===== config.mk =====
export PLATFORM = sky130hd
export DESIGN_NAME = tfd_lane_decoder
export DESIGN_NICKNAME = d
export VERILOG_FILES = /design/src/rtl/tfd_pkg.sv /design/src/rtl/tfd_decode.sv /design/src/rtl/tfd_sector_buf.sv /design/src/rtl/tfd_regs.sv /design/src/rtl/tfd_lane_decoder.sv
export SDC_FILE = /design/constraint.sdc
export NUM_CORES = 2
export LEC_CHECK = 0
export BUFFER_PORTS_ARGS = -buffer_cell sky130_fd_sc_hd__buf_4
export CAP_MARGIN = 10
export CELL_PAD_IN_SITES_DETAIL_PLACEMENT = 1
export CELL_PAD_IN_SITES_GLOBAL_PLACEMENT = 2
export CORE_MARGIN = 2
export CORE_UTILIZATION = 46
export CTS_CLUSTER_SIZE = 30
export DETAILED_ROUTE_END_ITERATION = 16
export PLACE_DENSITY_LB_ADDON = 0.1
export SYNTH_ARGS = -nofsm -noshare
export SYNTH_HDL_FRONTEND = slang
export SYNTH_SLANG_ARGS = --single-unit

===== constraint.sdc =====
create_clock -name clk -period 3.84 [get_ports clk]
set_input_delay 0.384 -clock clk [delete_from_list [all_inputs] [get_ports clk]]
set_output_delay 0.384 -clock clk [all_outputs]
set_load 0.01 [all_outputs]

===== src/rtl/tfd_pkg.sv =====
package tfd_pkg;
  typedef enum logic [2:0] {
    K_NONE,
    K_WORD,
    K_DLO,
    K_DHI,
    K_ELO,
    K_EHI
  } acc_kind_e;
endpackage


===== src/rtl/tfd_decode.sv =====
module tfd_decode
  import tfd_pkg::*;
(
  input  logic       ce_hi_n,
  input  logic       ce_lo_n,
  input  logic       a0,
  input  logic [3:0] reg_off,
  output acc_kind_e  kind
);
  always_comb begin
    kind = K_NONE;
    unique case ({ce_hi_n, ce_lo_n})
      2'b00: begin
        if (reg_off inside {4'h0, 4'h1, 4'h8, 4'h9}) kind = K_WORD;
        else if (reg_off == 4'hD)                    kind = K_EHI;
      end
      2'b10: begin
        if (!a0 && (reg_off == 4'h0 || reg_off == 4'h8))     kind = K_DLO;
        else if (a0 && reg_off == 4'h9)                      kind = K_DLO;
        else if (a0 && (reg_off == 4'h1 || reg_off == 4'hD)) kind = K_ELO;
      end
      2'b01: begin
        if (reg_off == 4'h8 || reg_off == 4'h9)      kind = K_DHI;
        else if (reg_off == 4'h0 || reg_off == 4'h1) kind = K_EHI;
      end
      default: kind = K_NONE;
    endcase
  end
endmodule


===== src/rtl/tfd_sector_buf.sv =====
module tfd_sector_buf #(
  parameter int BUF_BYTES = 512,
  localparam int ROWS   = BUF_BYTES / 2,
  localparam int ROW_W  = $clog2(ROWS)
) (
  input  logic             clk,
  input  logic [ROW_W-1:0] row,
  input  logic [1:0]       we,
  input  logic [15:0]      wd,
  output logic [15:0]      rd
);
  for (genvar g = 0; g < 2; g++) begin : g_bank
    logic [7:0] mem [ROWS];
    always_ff @(posedge clk) begin
      if (we[g]) mem[row] <= wd[8*g +: 8];
      rd[8*g +: 8] <= mem[row];
    end
  end
endmodule


===== src/rtl/tfd_regs.sv =====
module tfd_regs #(
  parameter logic [7:0] ERR_MASK = 8'hD5
) (
  input  logic       clk,
  input  logic       rst,
  input  logic       err_load,
  input  logic [7:0] err_src,
  input  logic       feat_we,
  input  logic [7:0] feat_d,
  output logic [7:0] err_q,
  output logic [7:0] feat_q
);
  always_ff @(posedge clk) begin
    if (rst) begin
      err_q  <= '0;
      feat_q <= '0;
    end else begin
      if (err_load) err_q <= err_src & ERR_MASK;
      if (feat_we)  feat_q <= feat_d;
    end
  end
endmodule


===== src/rtl/tfd_lane_decoder.sv =====
module tfd_lane_decoder
  import tfd_pkg::*;
#(
  parameter int BUF_BYTES = 512,
  localparam int PTR_W = $clog2(BUF_BYTES),
  localparam int ROW_W = PTR_W - 1
) (
  input  logic        clk,
  input  logic        rst,
  input  logic        acc_en,
  input  logic        wr_en,
  input  logic        ce_hi_n,
  input  logic        ce_lo_n,
  input  logic        a0,
  input  logic [3:0]  reg_off,
  input  logic [15:0] wdata,
  input  logic        err_load,
  input  logic [7:0]  err_src,
  output logic [15:0] rdata,
  output logic [1:0]  lane_oe,
  output logic [7:0]  feat_q,
  output logic [7:0]  err_q,
  output logic        buf_done
);
  acc_kind_e      kind;
  logic [PTR_W-1:0] ptr;
  logic [PTR_W:0]   ptr_nxt;
  logic           is_data, is_word, is_err;
  logic [7:0]     byte_in;
  logic [1:0]     buf_we;
  logic [15:0]    buf_wd, buf_rd;
  acc_kind_e      rk_q;
  logic           rp0_q;
  logic [7:0]     es_q;

  tfd_decode u_dec (
    .ce_hi_n (ce_hi_n),
    .ce_lo_n (ce_lo_n),
    .a0      (a0),
    .reg_off (reg_off),
    .kind    (kind)
  );

  assign is_word = (kind == K_WORD);
  assign is_data = is_word || kind == K_DLO || kind == K_DHI;
  assign is_err  = (kind == K_ELO) || (kind == K_EHI);
  assign byte_in = (kind == K_DHI || kind == K_EHI) ? wdata[15:8] : wdata[7:0];
  assign ptr_nxt = {1'b0, ptr} + (is_word ? (PTR_W+1)'(2) : (PTR_W+1)'(1));

  always_comb begin
    buf_we = 2'b00;
    if (acc_en && wr_en && is_data)
      buf_we = is_word ? 2'b11 : (ptr[0] ? 2'b10 : 2'b01);
  end
  assign buf_wd = is_word ? wdata : {byte_in, byte_in};

  tfd_sector_buf #(.BUF_BYTES(BUF_BYTES)) u_buf (
    .clk (clk),
    .row (ptr[PTR_W-1:1]),
    .we  (buf_we),
    .wd  (buf_wd),
    .rd  (buf_rd)
  );

  tfd_regs u_regs (
    .clk      (clk),
    .rst      (rst),
    .err_load (err_load),
    .err_src  (err_src),
    .feat_we  (acc_en && wr_en && is_err),
    .feat_d   (byte_in),
    .err_q    (err_q),
    .feat_q   (feat_q)
  );

  always_ff @(posedge clk) begin
    if (rst) begin
      ptr      <= '0;
      buf_done <= 1'b0;
      rk_q     <= K_NONE;
      rp0_q    <= 1'b0;
      es_q     <= '0;
    end else begin
      buf_done <= 1'b0;
      rk_q     <= (acc_en && !wr_en) ? kind : K_NONE;
      rp0_q    <= ptr[0];
      es_q     <= err_q;
      if (acc_en && is_data) begin
        ptr      <= ptr_nxt[PTR_W-1:0];
        buf_done <= ptr_nxt[PTR_W];
      end
    end
  end

  logic [7:0] rbyte;
  assign rbyte = rp0_q ? buf_rd[15:8] : buf_rd[7:0];

  always_comb begin
    rdata   = '0;
    lane_oe = 2'b00;
    unique case (rk_q)
      K_WORD: begin rdata = buf_rd;        lane_oe = 2'b11; end
      K_DLO:  begin rdata = {8'h00, rbyte}; lane_oe = 2'b01; end
      K_DHI:  begin rdata = {rbyte, 8'h00}; lane_oe = 2'b10; end
      K_ELO:  begin rdata = {8'h00, es_q};  lane_oe = 2'b01; end
      K_EHI:  begin rdata = {es_q, 8'h00};  lane_oe = 2'b10; end
      default: ;
    endcase
  end
endmodule


## Word-level counts from Yosys, hierarchy flattened

Memory sizes are Yosys's and may differ from the RTL's. A register that Yosys moved wholly into a read port is not among the register bits.
Cells that the tools add are included.

| cells by class | value |
|---|---|
| $add $sub $neg | 1 |
| equality and inequality tests | 16 |
| muxes and demuxes | 21 |
| bitwise gates (word level) | 2 |
| reductions and logical operators | 25 |

Operators by type and width:

| operator | number |
|---|---|
| $pmux 16 s5 | 1 |
| $mux 3 | 7 |
| $mux 16 | 1 |
| $mux 8 | 2 |
| $eq 3x2->1 const B | 4 |
| $eq 3x3->1 const B | 4 |
| $eq 4x4->1 const B | 3 |
| $add 9x2->10 | 1 |
| $pmux 3 s3 | 1 |
| $logic_and 1x1->1 | 8 |
| $logic_or 1x1->1 | 8 |
| $mux 2 | 4 |
| $reduce_or 2->1 | 4 |
| $eq 3x1->1 const B | 2 |
| $pmux 2 s3 | 1 |
| $eq 4x1->1 const B | 1 |
| $logic_not 4->1 | 1 |
| $mux 1 | 4 |
| $reduce_bool 4->1 | 1 |
| $eq 2x1->1 const B | 1 |
| $eq 2x2->1 const B | 1 |
| $logic_not 1->1 | 2 |
| $logic_not 2->1 | 1 |
| $not 1->1 | 2 |

| storage, ports and cells | value |
|---|---|
| bits in registers | 32 |
| bits in writable memories | 4096 |
| output and inout bits | 35 |
| word-level logic and storage cells | 74 |
| memories | 2 |

Memories:

| name | words | bits a word | rd ports | clocked after memory_dff | wr ports | line | source |
|---|---|---|---|---|---|---|---|
| u_buf.g_bank[0].mem | 256 | 8 | 1 | 1 | 1 | tfd_sector_buf.sv:13 | `logic [7:0] mem [ROWS];` |
| u_buf.g_bank[1].mem | 256 | 8 | 1 | 1 | 1 | tfd_sector_buf.sv:13 |  |

## Logic depth before layout (Yosys ltp)

| logic depth | value |
|---|---|
| depth after elaboration | 14 |
| mapped depth | 13 |

## Modules after synthesis

Synthesis repeated with hierarchy kept, for this count alone.

| unflattened totals | value |
|---|---|
| cells, all modules | 7299 |
| area total of the unflattened synthesis | 158856.1 um2 |

Modules (own cells, without submodules):

| module | times used | cells each | area each (um2) |
|---|---|---|---|
| tfd_sector_buf | 1 | 7032 | 156528.9 |
| tfd_lane_decoder | 1 | 207 | 1724.2 |
| tfd_regs | 1 | 46 | 489.2 |
| tfd_decode | 1 | 14 | 113.9 |

## Worst setup path after synthesis

OpenSTA, ideal clock, no wires.

| path | value |
|---|---|
| path kind | in2reg |
| start | input reg_off[2] |
| end | memory u_buf.g_bank[0].mem[0][0], data pin |
| library setup time | 0.558 ns |
| data arrival time | 3.397 ns |
| data required time | 3.283 ns |
| slack | -0.115 ns |
| stages on the path | 6 |
| path buffers | 0 |
| cells stage by stage | or3b_2 -> a21oi_1 -> o21ai_1 -> and2_1 -> nor2_2 -> mux2_2 |

| between the ends | value |
|---|---|
| cells in the longest elaborated chain, start to end | 11 |
| elaborated cells between the ends (all ways) | 27 |

Ends and longest elaborated chain:

| what | line | source |
|---|---|---|
| start: declaration | tfd_lane_decoder.sv:15 | `input logic [3:0] reg_off,` |
| $eq 4x1->1 or $eq 4x4->1 (tied branches) | n/a |  |
| $logic_or 1x1->1 | tfd_decode.sv:20 | `else if (a0 && (reg_off == 4'h1 \|\| reg_off == 4'hD)) kind = K_ELO;` |
| $logic_and 1x1->1 | tfd_decode.sv:20 |  |
| $mux 3 | tfd_decode.sv:20 |  |
| $mux 3 | tfd_decode.sv:19 | `else if (a0 && reg_off == 4'h9) kind = K_DLO;` |
| $mux 3 | tfd_decode.sv:18 | `if (!a0 && (reg_off == 4'h0 \|\| reg_off == 4'h8)) kind = K_DLO;` |
| $pmux 3 s3 * | tfd_decode.sv:12 | `unique case ({ce_hi_n, ce_lo_n})` |
| $eq 3x2->1 or $eq 3x3->1 (tied branches) | tfd_lane_decoder.sv:47 | `assign byte_in = (kind == K_DHI \|\| kind == K_EHI) ? wdata[15:8] : wdata[7:0];` |
| $logic_or 1x1->1 | tfd_lane_decoder.sv:47 |  |
| $mux 8 | tfd_lane_decoder.sv:47 |  |
| $mux 16 * | tfd_lane_decoder.sv:55 | `assign buf_wd = is_word ? wdata : {byte_in, byte_in};` |
| named net buf_wd[0] | tfd_lane_decoder.sv:31 | `logic [15:0] buf_wd, buf_rd;` |
| end: declaration | tfd_sector_buf.sv:13 |  |

The timed path passes the listed nets; every way through them passes the cells marked *.

==> flow_summary.yaml <==
outcome:
  outcome: "finished, final reports clean"
floorplanning:
  coreArea_um2: 347000
  die_w_um: 595
  fp.dieArea_um2: 354000
  start_util_pct: 46.3
  die_h_um: 595
  placementRows: 216
  num_io_pins: 71
drt:
  wl_um: 497000
  routedWlPerCell_um: 36.6
  ant_nets: 0
  routed_via_density: 6.15
  drc_errors: 0
  drt-pass1-iter-count: 6
  vias: 83700
  first_iter_violations: 9533
synth:
  synth_edf_count: 4096
  syn_area_um2: 161000
  synth_mux_area_share_pct: 16.2
  yosysMostFrequentCell: "edfxtp_1"
  synth_top_family_by_area: "multiplexers"
  synth_fa_ha_area_share_pct: 0.0436
  synthSimpleGateAreaFrac_pct: 2.95
  yosysWarnings: 0
  synth_top_area_share_pct: 76.6
  synth_area_leaders: "edfxtp_1 77%, mux4_2 15%, nor2_1 1.4%"
  syn_inst: 7478
  synthXorXnorAreaFrac_pct: 0.0327
  synthFlopType: "edfxtp_1"
  ys_ff_latch: 4144
  synth.distinct_cells: 68
  ys_async_sr_fraction_pct: 0
  synth.largest_area_cell: "edfxtp_1"
  ys_seq_area_share_pct: 77.2
  netlist_top_cells_count: "4096 x edfxtp_1, 1062 x mux4_2, 590 x nor2_1"
  avgSynthCellArea_um2: 21.5
  synth-compound-area-share_pct: 2.04
cts:
  htree_levels: 5
  root_buffer: "clkbuf_16"
  clkTransAtPathRegs_ps: 60
  numCtsBuffers: 434
  cts_buffer_depth: 4
  cts_tree: "built"
  clock_latency_ps: 990
  cts_sinks: 4144
finish:
  area_growth_pct: 17.6
  fillers: 29800
  register_area_um2: 124000
  drive_above_1_share_pct: 32.6
  fin_nets: 8688
  multi_input_area_um2: 34600
  utilization_pct: 54.5
critical_path:
  path_class: "reg2reg"
  path_buf_inv: 5
  max_stage_delay_ps: 650
  r2r_start: "ptr[1]"
  cp-end-kind: "register"
  r2r_slack_ps: 80
  worstReg2RegEnd: "u_buf.rd[13]"
  cpMaxStageDelayCell: "or4_1"
  cp_top_family: "buffers and inverters"
  startpoint_type: "register"
  worstPathArrival_ps: 4600
  path_max_fanout: 27
  required_ps: 4670
  cpMostUsedCell: "buf_4"
  rr_worst_depth: 11
  worstPathCellList: "buf_12 -> buf_12 -> buf_4 -> nand2_1 -> buf_4 -> o22ai_1 -> buf_4 -> nor3_1 -> nand3_1 -> a21oi_1 -> or4_1"
sta:
  hold_viol: 0
  fmax_ghz: 0.266
  clock_skew_ps: 50.1
  fin_crit_sh_pct: 98.0
  grt_setup_unrepaired: "false"
  slew_headroom_pct: 17.5
  min_period_ps: 3760
  worst_slew_pin_slew_ps: 1240
  setup_tns_ps: 0
  setup_viol: 0
  final_max_slew_viol_count: 0
  worst_hold_slack_ps: 89.7
global_route:
  grt_overflow: 0
  track_usage_pct: 28.1
  grt_pass1_vias: 86300
  grt_pass1_wl_um: 696000
  antenna_found_initial: 33
  grt_max_degree: 126
pwr:
  power_density_nw_per_um2: 500
  ir_drop_mv: 0.379
  power.leakage_uw: 0.0599
min_path:
  hold_depth: 6
  min_from: "a0"
  min_path_type: "in2reg"
  min_to: "rk_q[2]"
placement:
  hpwlAfterDp_um: 320000
  gp_congestion: 0.847
  portBuffers: 64
flow_run:
  maxCapViolCount: 0
per-stage QoR:
step	cell area, um2	instances	worst slack [ps]	total power [uW]
CTS	189000	13600	22.2	95100
finish	189000	13600	76.8	94500
global placement	175000	12800	-109	53400
global route	189000	13600	24.6	96800
floorplan	161000	7480	-115	52400
detailed placement	175000	12800	-125	53600
kinds of logic (layout without fill, tap and decap cells):
group           after synthesis  after routing
xor+xnor                      6              6
buf+inv                     471           1992
flops                      4144           4144
compound gates              467            467
mux                        1263           1263
simple gates               1121           1121
other cells                   1             19
fa+ha+maj                     5              5
worst max path at each step:
stage / end / cells past startpoint / from / slack [ps]
floorplan: u_buf.g_bank[0].mem[0][0] / 6 / reg_off[2] / -110
global placement: u_buf.rd[3] / 11 / ptr[1] / -110
detailed placement: u_buf.rd[13] / 8 / ptr[2] / -120
CTS: u_buf.rd[3] / 11 / ptr[1] / 20
global route: u_buf.rd[13] / 11 / ptr[1] / 20
finish: u_buf.rd[13] / 11 / ptr[1] / 80
routing by layer:
layer | GRT usage, % | up-vias | wire, um
met4 | 7.93 | 10 | 14800
li1 | - | 33500 | -
met1 | 41.4 | 46100 | 214000
met5 | 0 | - | 68
met2 | 43.7 | 3406 | 233000
met3 | 4.52 | 645 | 35200
worst min-delay path, cell delays in order:
cell	delay, ps
buf_4	110
inv_1	60
a21oi_1	70
o21ai_1	90
buf_4	210
nor2_1	70
layout make-up:
cell class,instances,area share [%]
Tap cell,4578,3.03
Timing Repair Buffer,1195,5.56
Multi-Input combinational cell,2865,18.3
Clock inverter,259,1.37
Inverter,7,0.0205
Clock buffer,531,6.04
Antenna cell,16,0.0212
Sequential cell,4144,65.6
sequential cells by signal, summed over array words and instances, names as in the netlist:
| name | flops |
|---|---|
| u_buf.g_bank.mem | 4096 |
| u_buf.rd | 16 |
| ptr | 9 |
| u_regs.feat_q | 8 |
| es_q | 5 |
| u_regs.err_q | 5 |
| rk_q | 3 |
| buf_done | 1 |
| rp0_q | 1 |
where the power goes:
part           leakage, uW  internal (uW)  switching, uW
Clock              0.00683          24200          17700
Sequential          0.0372          49900           40.2
Combinational       0.0159            883           1760
Total               0.0599          75000          19500
layout by cell type, fill, tap and decap left out, types with 13 or more instances in the layout:
cell type	synthesis	final
a221oi_1	19	19
clkinv_1	1	95
edfxtp_1	4096	4096
o22ai_1	49	49
a32oi_1	42	42
nand2_1	309	295
mux4_2	1062	1062
nor2b_1	34	28
nor2_1	590	582
buf_12	0	117
mux2i_1	178	178
nand3_1	63	59
dfxtp_1	48	41
clkinvlp_4	0	15
a22oi_1	131	131
buf_4	77	1054
inv_6	0	13
mux2_8	0	16
nand4_1	13	13
a211oi_1	14	13
clkbuf_1	134	86
clkinv_2	0	73
o21ai_0	32	32
nor4_1	16	16
nand2b_1	15	13
bufinv_16	0	47
a21oi_1	91	91
a31oi_1	17	17
clkbuf_16	0	441
dlygate4sd3_1	0	24
diode_2	0	16
what timing repair did:
item | in CTS | in global routing
hold buffers | 24 | 0
setup buffers | 4 | 0
hold endpoints to repair | 31 | 0
gates resized for setup | 2 | 1
endpoints found under the setup margin | 2 | 2
(Power assumes the default switching activity.)
